[src/rtl/spi_eng_pkg.sv]
package spi_eng_pkg;

  localparam int CFG_W = 16;
  localparam int DIV_W = 10;

  // Control word layout, LSB last
  typedef struct packed {
    logic [2:0] rsv;
    logic [2:0] sec_code;
    logic [1:0] pri_code;
    logic       ss_use;
    logic       sdo_rel;
    logic       sck_rel;
    logic       wide;
    logic       samp_end;
    logic       edge_late;
    logic       idle_hi;
    logic       master;
  } spi_cfg_t;

  // Half-period length in system clocks for the generated clock
  function automatic logic [DIV_W-1:0] half_period(input logic [1:0] pri,
                                                   input logic [2:0] sec);
    logic [DIV_W-1:0] p;
    logic [DIV_W-1:0] s;
    p = DIV_W'(1) << {~pri, 1'b0};
    s = DIV_W'(8) - {{(DIV_W-3){1'b0}}, sec};
    if (p == DIV_W'(1) && s == DIV_W'(1)) s = DIV_W'(2);
    return p * s;
  endfunction

endpackage

[src/rtl/spi_ctl_reg.sv]
module spi_ctl_reg
  import spi_eng_pkg::*;
(
  input  logic             clk,
  input  logic             rst,
  input  logic             we,
  input  logic [CFG_W-1:0] wdata,
  output spi_cfg_t         cfg
);

  spi_cfg_t w;
  assign w = spi_cfg_t'(wdata);

  always_ff @(posedge clk) begin
    if (rst) begin
      cfg <= '0;
    end else if (we) begin
      cfg          <= w;
      cfg.rsv      <= '0;
      cfg.samp_end <= w.samp_end & w.master;
    end
  end


  samp_master_chk: assert property (@(posedge clk) disable iff (rst)
    cfg.samp_end |-> cfg.master);

endmodule

[src/rtl/spi_divider.sv]
module spi_divider #(
  parameter int DW = 10
) (
  input  logic          clk,
  input  logic          rst,
  input  logic          run,
  input  logic [DW-1:0] limit,
  output logic          tick
);

  logic [DW-1:0] cnt;

  assign tick = run && (cnt == limit - 1'b1);

  always_ff @(posedge clk) begin
    if (rst || !run) cnt <= '0;
    else if (tick)   cnt <= '0;
    else             cnt <= cnt + 1'b1;
  end

endmodule

[src/rtl/spi_sync.sv]
module spi_sync #(
  parameter int W      = 1,
  parameter int STAGES = 2
) (
  input  logic         clk,
  input  logic         rst,
  input  logic [W-1:0] d,
  output logic [W-1:0] q
);

  logic [W-1:0] st [STAGES];

  always_ff @(posedge clk) begin
    if (rst) begin
      for (int i = 0; i < STAGES; i++) st[i] <= '0;
    end else begin
      st[0] <= d;
      for (int i = 1; i < STAGES; i++) st[i] <= st[i-1];
    end
  end

  assign q = st[STAGES-1];

endmodule

[src/rtl/spi_core.sv]
module spi_core #(
  parameter int W = 16
) (
  input  logic         clk,
  input  logic         rst,
  input  logic         c_master,
  input  logic         c_idle_hi,
  input  logic         c_edge_late,
  input  logic         c_samp_end,
  input  logic         c_wide,
  input  logic         c_ss_use,
  input  logic         start,
  input  logic [W-1:0] tx_word,
  input  logic         tick,
  input  logic         sdi_m,
  input  logic         sdi_s,
  input  logic         sck_s,
  input  logic         ss_n_s,
  output logic         busy,
  output logic         done,
  output logic [W-1:0] rx_word,
  output logic         sck_q,
  output logic         sdo_bit
);

  localparam int HALF = W / 2;
  localparam int KW   = $clog2(2 * W + 2);

  logic [KW-1:0] k, k_nx, nbits, two_n, last_k;
  logic [W-1:0]  tx_sr, rx_sr, rx_nx, rx_fin;
  logic          sck_d, first_seen;
  logic          m_samp, m_shift, m_tog, m_last, odd, late3;
  logic          edge_s, lead, trail, abort, s_samp, s_shift, s_last;
  logic          samp_ev, shift_ev, fin, load, in_bit;

  assign nbits  = c_wide ? KW'(W) : KW'(HALF);
  assign two_n  = nbits << 1;
  assign last_k = c_edge_late ? two_n : two_n + 1'b1;
  assign k_nx   = k + 1'b1;

  // Master: what happens at the next clock boundary
  always_comb begin
    odd   = k_nx[0];
    late3 = k_nx >= KW'(3);
    if (c_edge_late) begin
      m_samp  = c_samp_end ? !odd : odd;
      m_shift = !odd && (k_nx < two_n);
    end else begin
      m_samp  = c_samp_end ? (odd && late3) : !odd;
      m_shift = odd && late3 && (k_nx < last_k);
    end
    m_tog  = k_nx <= two_n;
    m_last = k_nx == last_k;
  end

  // Slave: edges of the synchronized external clock
  assign edge_s  = sck_s ^ sck_d;
  assign lead    = edge_s && (sck_s != c_idle_hi);
  assign trail   = edge_s && (sck_s == c_idle_hi);
  assign abort   = c_ss_use && ss_n_s;
  assign s_samp  = c_edge_late ? lead : trail;
  assign s_shift = c_edge_late ? trail : (lead && first_seen);
  assign s_last  = s_samp && (k_nx == nbits);

  assign samp_ev  = busy && (c_master ? (tick && m_samp)  : (!abort && s_samp));
  assign shift_ev = busy && (c_master ? (tick && m_shift) : (!abort && s_shift));
  assign fin      = busy && (c_master ? (tick && m_last)  : (!abort && s_last));
  assign load     = start && !busy && (c_master || !abort);

  assign in_bit = c_master ? sdi_m : sdi_s;
  assign rx_nx  = {rx_sr[W-2:0], in_bit};
  assign rx_fin = samp_ev ? rx_nx : rx_sr;

  assign sdo_bit = tx_sr[W-1];

  always_ff @(posedge clk) begin
    if (rst) begin
      busy       <= 1'b0;
      done       <= 1'b0;
      k          <= '0;
      tx_sr      <= '0;
      rx_sr      <= '0;
      rx_word    <= '0;
      sck_q      <= 1'b0;
      sck_d      <= 1'b0;
      first_seen <= 1'b0;
    end else begin
      done  <= 1'b0;
      sck_d <= sck_s;
      if (load) begin
        busy       <= 1'b1;
        k          <= '0;
        first_seen <= 1'b0;
        sck_q      <= c_idle_hi;
        tx_sr      <= c_wide ? tx_word : {tx_word[HALF-1:0], {HALF{1'b0}}};
      end else if (busy) begin
        if (!c_master && abort) begin
          busy       <= 1'b0;
          k          <= '0;
          first_seen <= 1'b0;
        end else begin
          if (samp_ev)  rx_sr <= rx_nx;
          if (shift_ev) tx_sr <= {tx_sr[W-2:0], 1'b0};
          if (c_master) begin
            if (tick) begin
              k <= k_nx;
              if (m_tog) sck_q <= ~sck_q;
            end
          end else begin
            if (s_samp) k <= k_nx;
            if (lead)   first_seen <= 1'b1;
          end
          if (fin) begin
            busy    <= 1'b0;
            done    <= 1'b1;
            rx_word <= c_wide ? rx_fin : {{HALF{1'b0}}, rx_fin[HALF-1:0]};
          end
        end
      end
    end
  end


  done_single_chk: assert property (@(posedge clk) disable iff (rst)
    done |=> !done);

  done_idle_chk: assert property (@(posedge clk) disable iff (rst)
    done |-> !busy);

  edge_bound_chk: assert property (@(posedge clk) disable iff (rst)
    (busy && c_master) |-> (k < last_k));

  abort_chk: assert property (@(posedge clk) disable iff (rst)
    (busy && !c_master && c_ss_use && ss_n_s) |=> (!busy && !done));

endmodule

[src/rtl/spi_engine.sv]
module spi_engine
  import spi_eng_pkg::*;
#(
  parameter int WORD_W      = 16,
  parameter int SYNC_STAGES = 2
) (
  input  logic              clk,
  input  logic              rst,
  input  logic              ctl_we,
  input  logic [CFG_W-1:0]  ctl_wdata,
  output logic [CFG_W-1:0]  ctl_rdata,
  input  logic              start,
  input  logic [WORD_W-1:0] tx_word,
  output logic [WORD_W-1:0] rx_word,
  output logic              busy,
  output logic              done,
  input  logic              sck_i,
  output logic              sck_o,
  output logic              sck_oe,
  input  logic              sdi_i,
  output logic              sdo_o,
  output logic              sdo_oe,
  input  logic              ss_n_i
);

  spi_cfg_t         cfg;
  logic [2:0]       pins_s;
  logic             sck_s, sdi_s, ss_n_s, tick, sck_q;
  logic [DIV_W-1:0] limit;

  spi_ctl_reg u_ctl (
    .clk(clk), .rst(rst), .we(ctl_we), .wdata(ctl_wdata), .cfg(cfg)
  );

  spi_sync #(.W(3), .STAGES(SYNC_STAGES)) u_sync (
    .clk(clk), .rst(rst), .d({sck_i, sdi_i, ss_n_i}), .q(pins_s)
  );
  assign {sck_s, sdi_s, ss_n_s} = pins_s;

  assign limit = half_period(cfg.pri_code, cfg.sec_code);

  spi_divider #(.DW(DIV_W)) u_div (
    .clk(clk), .rst(rst), .run(busy && cfg.master), .limit(limit), .tick(tick)
  );

  spi_core #(.W(WORD_W)) u_core (
    .clk(clk), .rst(rst),
    .c_master(cfg.master), .c_idle_hi(cfg.idle_hi), .c_edge_late(cfg.edge_late),
    .c_samp_end(cfg.samp_end), .c_wide(cfg.wide), .c_ss_use(cfg.ss_use),
    .start(start), .tx_word(tx_word), .tick(tick),
    .sdi_m(sdi_i), .sdi_s(sdi_s), .sck_s(sck_s), .ss_n_s(ss_n_s),
    .busy(busy), .done(done), .rx_word(rx_word), .sck_q(sck_q), .sdo_bit(sdo_o)
  );

  assign ctl_rdata = cfg;
  assign sck_o     = (busy && cfg.master) ? sck_q : cfg.idle_hi;
  assign sck_oe    = cfg.master && !cfg.sck_rel;
  assign sdo_oe    = !cfg.sdo_rel && (cfg.master || !cfg.ss_use || !ss_n_s);


  rsv_zero_chk: assert property (@(posedge clk) disable iff (rst)
    ctl_rdata[15:13] == 3'b000);

  samp_read_chk: assert property (@(posedge clk) disable iff (rst)
    !ctl_rdata[0] |-> !ctl_rdata[3]);

  sck_oe_chk: assert property (@(posedge clk) disable iff (rst)
    sck_oe |-> ctl_rdata[0]);

endmodule

[config.mk]
export PLATFORM = sky130hd
export DESIGN_NAME = spi_engine
export DESIGN_NICKNAME = d
export VERILOG_FILES = /design/src/rtl/spi_eng_pkg.sv /design/src/rtl/spi_ctl_reg.sv /design/src/rtl/spi_divider.sv /design/src/rtl/spi_sync.sv /design/src/rtl/spi_core.sv /design/src/rtl/spi_engine.sv
export SDC_FILE = /design/constraint.sdc
export NUM_CORES = 1
export LEC_CHECK = 0
export BUFFER_PORTS_ARGS = -buffer_cell sky130_fd_sc_hd__buf_2
export CAP_MARGIN = 0
export CORE_UTILIZATION = 57
export CTS_CLUSTER_DIAMETER = 80
export DETAILED_ROUTE_END_ITERATION = 12
export GPL_TIMING_DRIVEN = 1
export HOLD_SLACK_MARGIN = 0.12
export PLACE_DENSITY = 0.8
export SLEW_MARGIN = 20
export SYNTH_ARGS = -nofsm -noshare
export SYNTH_HDL_FRONTEND = slang
export SYNTH_SLANG_ARGS = --single-unit
[constraint.sdc]
create_clock -name clk -period 5.9 [get_ports clk]
set_input_delay 0.295 -clock clk [delete_from_list [all_inputs] [get_ports clk]]
set_output_delay 0.295 -clock clk [all_outputs]
set_load 0.05 [all_outputs]
==> results.md <==
- The static leakage is 2.43 nW.
- Measured against its own limit, the worst slew margin works out to 35.6%.
- Synthesis produced 565 cells.
- The path type of the worst setup path is flop to flop.
- The clock-pin transition on the worst setup and hold timing paths is 0.09 ns.
- The synthesized netlist contains 63 unique library cells.
- The clock network latency to the later pin of the worst-skew pair is 0.36 ns.
- Static timing analysis puts the maximum clock frequency at 199 MHz.
- The global route total overflow is 0.
- After filler insertion, the fill cell instance count of the layout stands at 720.
- The floorplan has 33 rows.
- Input and output buffers added on the ports amount to 70.
- Sorting the synthesized cells by how often they occur yields sky130_fd_sc_hd__dfxtp_1 (88), sky130_fd_sc_hd__nor2_1 (81), sky130_fd_sc_hd__mux2i_1 (55).
- 0 antenna diodes ended up in the layout.
- The worst vdd rail ir drop is 0.171 mV.
- In the synthesized netlist the dominant register cell turns out to be sky130_fd_sc_hd__dfxtp_1.
- The mean post-synth cell area is 8.82 um^2.
- The worst setup path is captured at a flop.
- Across all hold checks on the routed design, the worst slack comes to 0.156 ns.
- The hold violation count in the final report is 0.
- The count of cells along the worst hold path is 2.
- The post-cts gate resize count is 0.
- The hold buffer count at cts is 0.
- The area of the core region is 8340 um^2.
- Of all cell types, the one taking the most synthesized area is sky130_fd_sc_hd__dfxtp_1.
- The synthesized cell area is 4990 um^2.
- The number of search-and-repair iterations in the first detailed-routing pass is 4.
- The register cell area after layout is 1760 um^2.
- The critical path data required time is 6.16 ns.
- The number of synthesized flops with an enable pin is 0.
- The aggregate negative setup slack is 0 ns.
- The global router's overall resource usage is 23.0%.
- In the routed design, unresolved DRC markers number 0.
- The H-tree generated during clock tree synthesis spans 3 levels.
- The fraction of layout cells with a size suffix above 1 is 17.1%.
- The maximum number of pins on one net before global-route repair is 76.
- Setup violations remaining at the end of the flow were counted as 0.
- TritonCTS built the clock tree.
- After layout, the worst path uses 85.1% of the clock period.
- The slew at the pin closest to its max-slew limit is 0.963 ns.
- Setup repair after global routing left no endpoint under its margin.
- The share of synthesized area in the top cell type comes to 35.3%.
- The final layout contains 681 nets.
- Data arrives at the worst endpoint at 5.28 ns.
- The area growth from synthesis to layout is 8.76%.
- The register area share after synthesis is 35.3%.
- Once placement finished, the instance area stood at 5230 um^2.
- In this run, synthesis produced a sequential element count of 88.
- For this block, the routed nets add up to 9800 um of wire.
- The post-detailed-placement half-perimeter wirelength is 7020 um.
- The number of global-route vias before repair is 3627.
- In this run the remaining antenna-violating nets after routing total 0.
- Counting cells, the worst reg-to-reg path comes to 18.
- The via count of the routed design is 3948.
- The final core utilization is 65.0%.
- The maximum buffer depth of the clock tree is 2.
- The floorplan step defined a die boundary enclosing 9130 um^2.
- The final critical-path required period is 5.02 ns.
- Sorting the synthesized cells by area gives the leading types as sky130_fd_sc_hd__dfxtp_1 (35%), sky130_fd_sc_hd__mux2i_1 (11%), sky130_fd_sc_hd__ha_1 (6.8%), sky130_fd_sc_hd__nor2_1 (6.1%), sky130_fd_sc_hd__nand2_1 (3.8%).
- The final weighted congestion in routability-driven placement is 0.873.
- In the routed layout, each cell is associated on average with a via count of 5.49.
- The design draws 0.00125 W.
- Counting flops with an async set or reset pin after synthesis yields a share of 0%.
- The die extent in x is 95.5 um.
- After clock tree synthesis, the setup repair step added 0 buffers.
- The power density over the cells is 231 nW/um^2.
- The class of the tightest hold or removal check is primary input to flop.
- During synthesis, Yosys emitted a total of 0 warnings.
- The final max-slew violation count came to 0.
- In this run the worst path has a maximum fanout of 19.
- The vertical die dimension is 95.5 um.
- The flow ran to the end, and the final reports show no timing, DRC or antenna violations.
- The clock root buffer master is sky130_fd_sc_hd__clkbuf_8.
- Once the floorplan was initialized, standard cells occupied 59.8% of the core.
- The top-level I/O count is 77.
- The tree built by TritonCTS fans out to 88 sinks.
- The first-pass GRT wire length is 16400 um.
- The summed area of non-filler cells in the final layout is 5420 um^2.
- The number of CTS-inserted buffers is 9.
- The clock arrives with 0.0130 ns of skew.
- The worst setup path is launched from a flop.
- The area of the multi-input gates is 2860 um^2.
- Max-cap violations in this run came to 0.
- The per-cell routed wire length is 13.6 um.
- For this block, the initial DRC count from the detailed router was 243.
- The number of antenna violations at the first check in global routing came to 0.
- The most repeated cell in the gate-level netlist after synthesis is sky130_fd_sc_hd__dfxtp_1.
## metrics by stage
step | cells | setup slack (ns)
global placement | 703 | 1.04
floorplan | 567 | 1.24
CTS | 719 | 0.939
global route | 719 | 0.479
finish | 719 | 0.882
detailed placement | 703 | 0.975
## area by class of cell
class	count	share of cell area, %
multi-input combinational	407	52.7
inverter	31	2.15
tap	105	2.42
sequential	88	32.5
timing repair buffer	72	6.74
clock buffer	11	2.42
clock inverter	5	1.06
## registers in the layout, summed over array words and instances (netlist names)
signal / flops
u_core.rx_sr: 16
u_core.rx_word: 16
u_core.tx_sr: 16
u_ctl.cfg: 13
u_div.cnt: 10
u_core.k: 6
u_sync.st: 6
u_core.busy: 1
u_core.done: 1
u_core.first_seen: 1
u_core.sck_d: 1
u_core.sck_q: 1
## layout by cell type, fill, tap and decap left out, drive strengths merged, types with 4 or more instances in the layout
master	netlist	routed
inv	31	31
mux2i	55	55
buf	24	72
o32ai	9	9
nor2	81	81
nor3	10	10
or3	6	6
a211oi	8	8
nor2b	12	12
clkinv	0	4
xor2	13	13
dfxtp	88	88
xnor2	20	20
ha	27	27
nand2	50	50
a21oi	18	18
nand3	11	11
mux2	4	4
o21ai	19	19
fa	6	6
nand2b	10	10
clkbuf	17	11
## routing by layer
metal | up-vias | global-route usage, % | part of all wire, %
met3 | 14 | 4.70 | 5.5
li1 | 1993 | - | -
met4 | 0 | 8.58 | 1.6
met2 | 92 | 38.3 | 46
met1 | 1849 | 29.2 | 47
met5 | - | 0 | 0
## logic make-up after synthesis
family                     count (synthesis)  share of synthesized area (%)
muxes                                     59                           11.9
and+or+nand+nor                          201                           18.7
other                                      1                         0.0752
buffers and inverters                     72                           7.48
DFF                                       88                           35.3
xor gates and xnor gates                  33                           5.95
adders and majority gates                 33                           9.18
AOI/OAI and AO/OA                         78                           11.3
## final timing paths
check,startpoint,endpoint,slack (ns)
worst max-delay path,u_ctl.cfg[10],u_core.rx_word[7],0.88
worst min-delay path,sck_i,u_sync.st[0][2],0.16
worst max register to register,u_ctl.cfg[10],u_core.rx_word[7],0.88
worst min register to register,u_sync.st[0][1],u_sync.st[0][4],0.45
## where the power goes
part / switching (W) / internal [W] / total (W)
sequential: 0.0000176 / 0.000606 / 0.000623
combinational: 0.000131 / 0.0000863 / 0.000217
clock: 0.000215 / 0.000196 / 0.000412
total: 0.000364 / 0.000888 / 0.00125
## critical path, stage by stage (launching register included)
cell                       delay, ns
sky130_fd_sc_hd__dfxtp_1        0.48
sky130_fd_sc_hd__inv_1          0.12
sky130_fd_sc_hd__ha_1           0.28
sky130_fd_sc_hd__xnor2_2        0.27
sky130_fd_sc_hd__nand3_1        0.19
sky130_fd_sc_hd__fa_1           0.57
sky130_fd_sc_hd__inv_1          0.04
sky130_fd_sc_hd__ha_1           0.29
sky130_fd_sc_hd__inv_1          0.06
sky130_fd_sc_hd__fa_1           0.50
sky130_fd_sc_hd__xnor2_1        0.14
sky130_fd_sc_hd__nor4_1         0.27
sky130_fd_sc_hd__nand2_1        0.12
sky130_fd_sc_hd__nor4_2         0.29
sky130_fd_sc_hd__o2111a_2       0.36
sky130_fd_sc_hd__a32o_1         0.36
sky130_fd_sc_hd__buf_4          0.29
sky130_fd_sc_hd__nor2_1         0.06
sky130_fd_sc_hd__a211oi_1       0.22
Note: power is estimated with default switching activity, not from simulation.
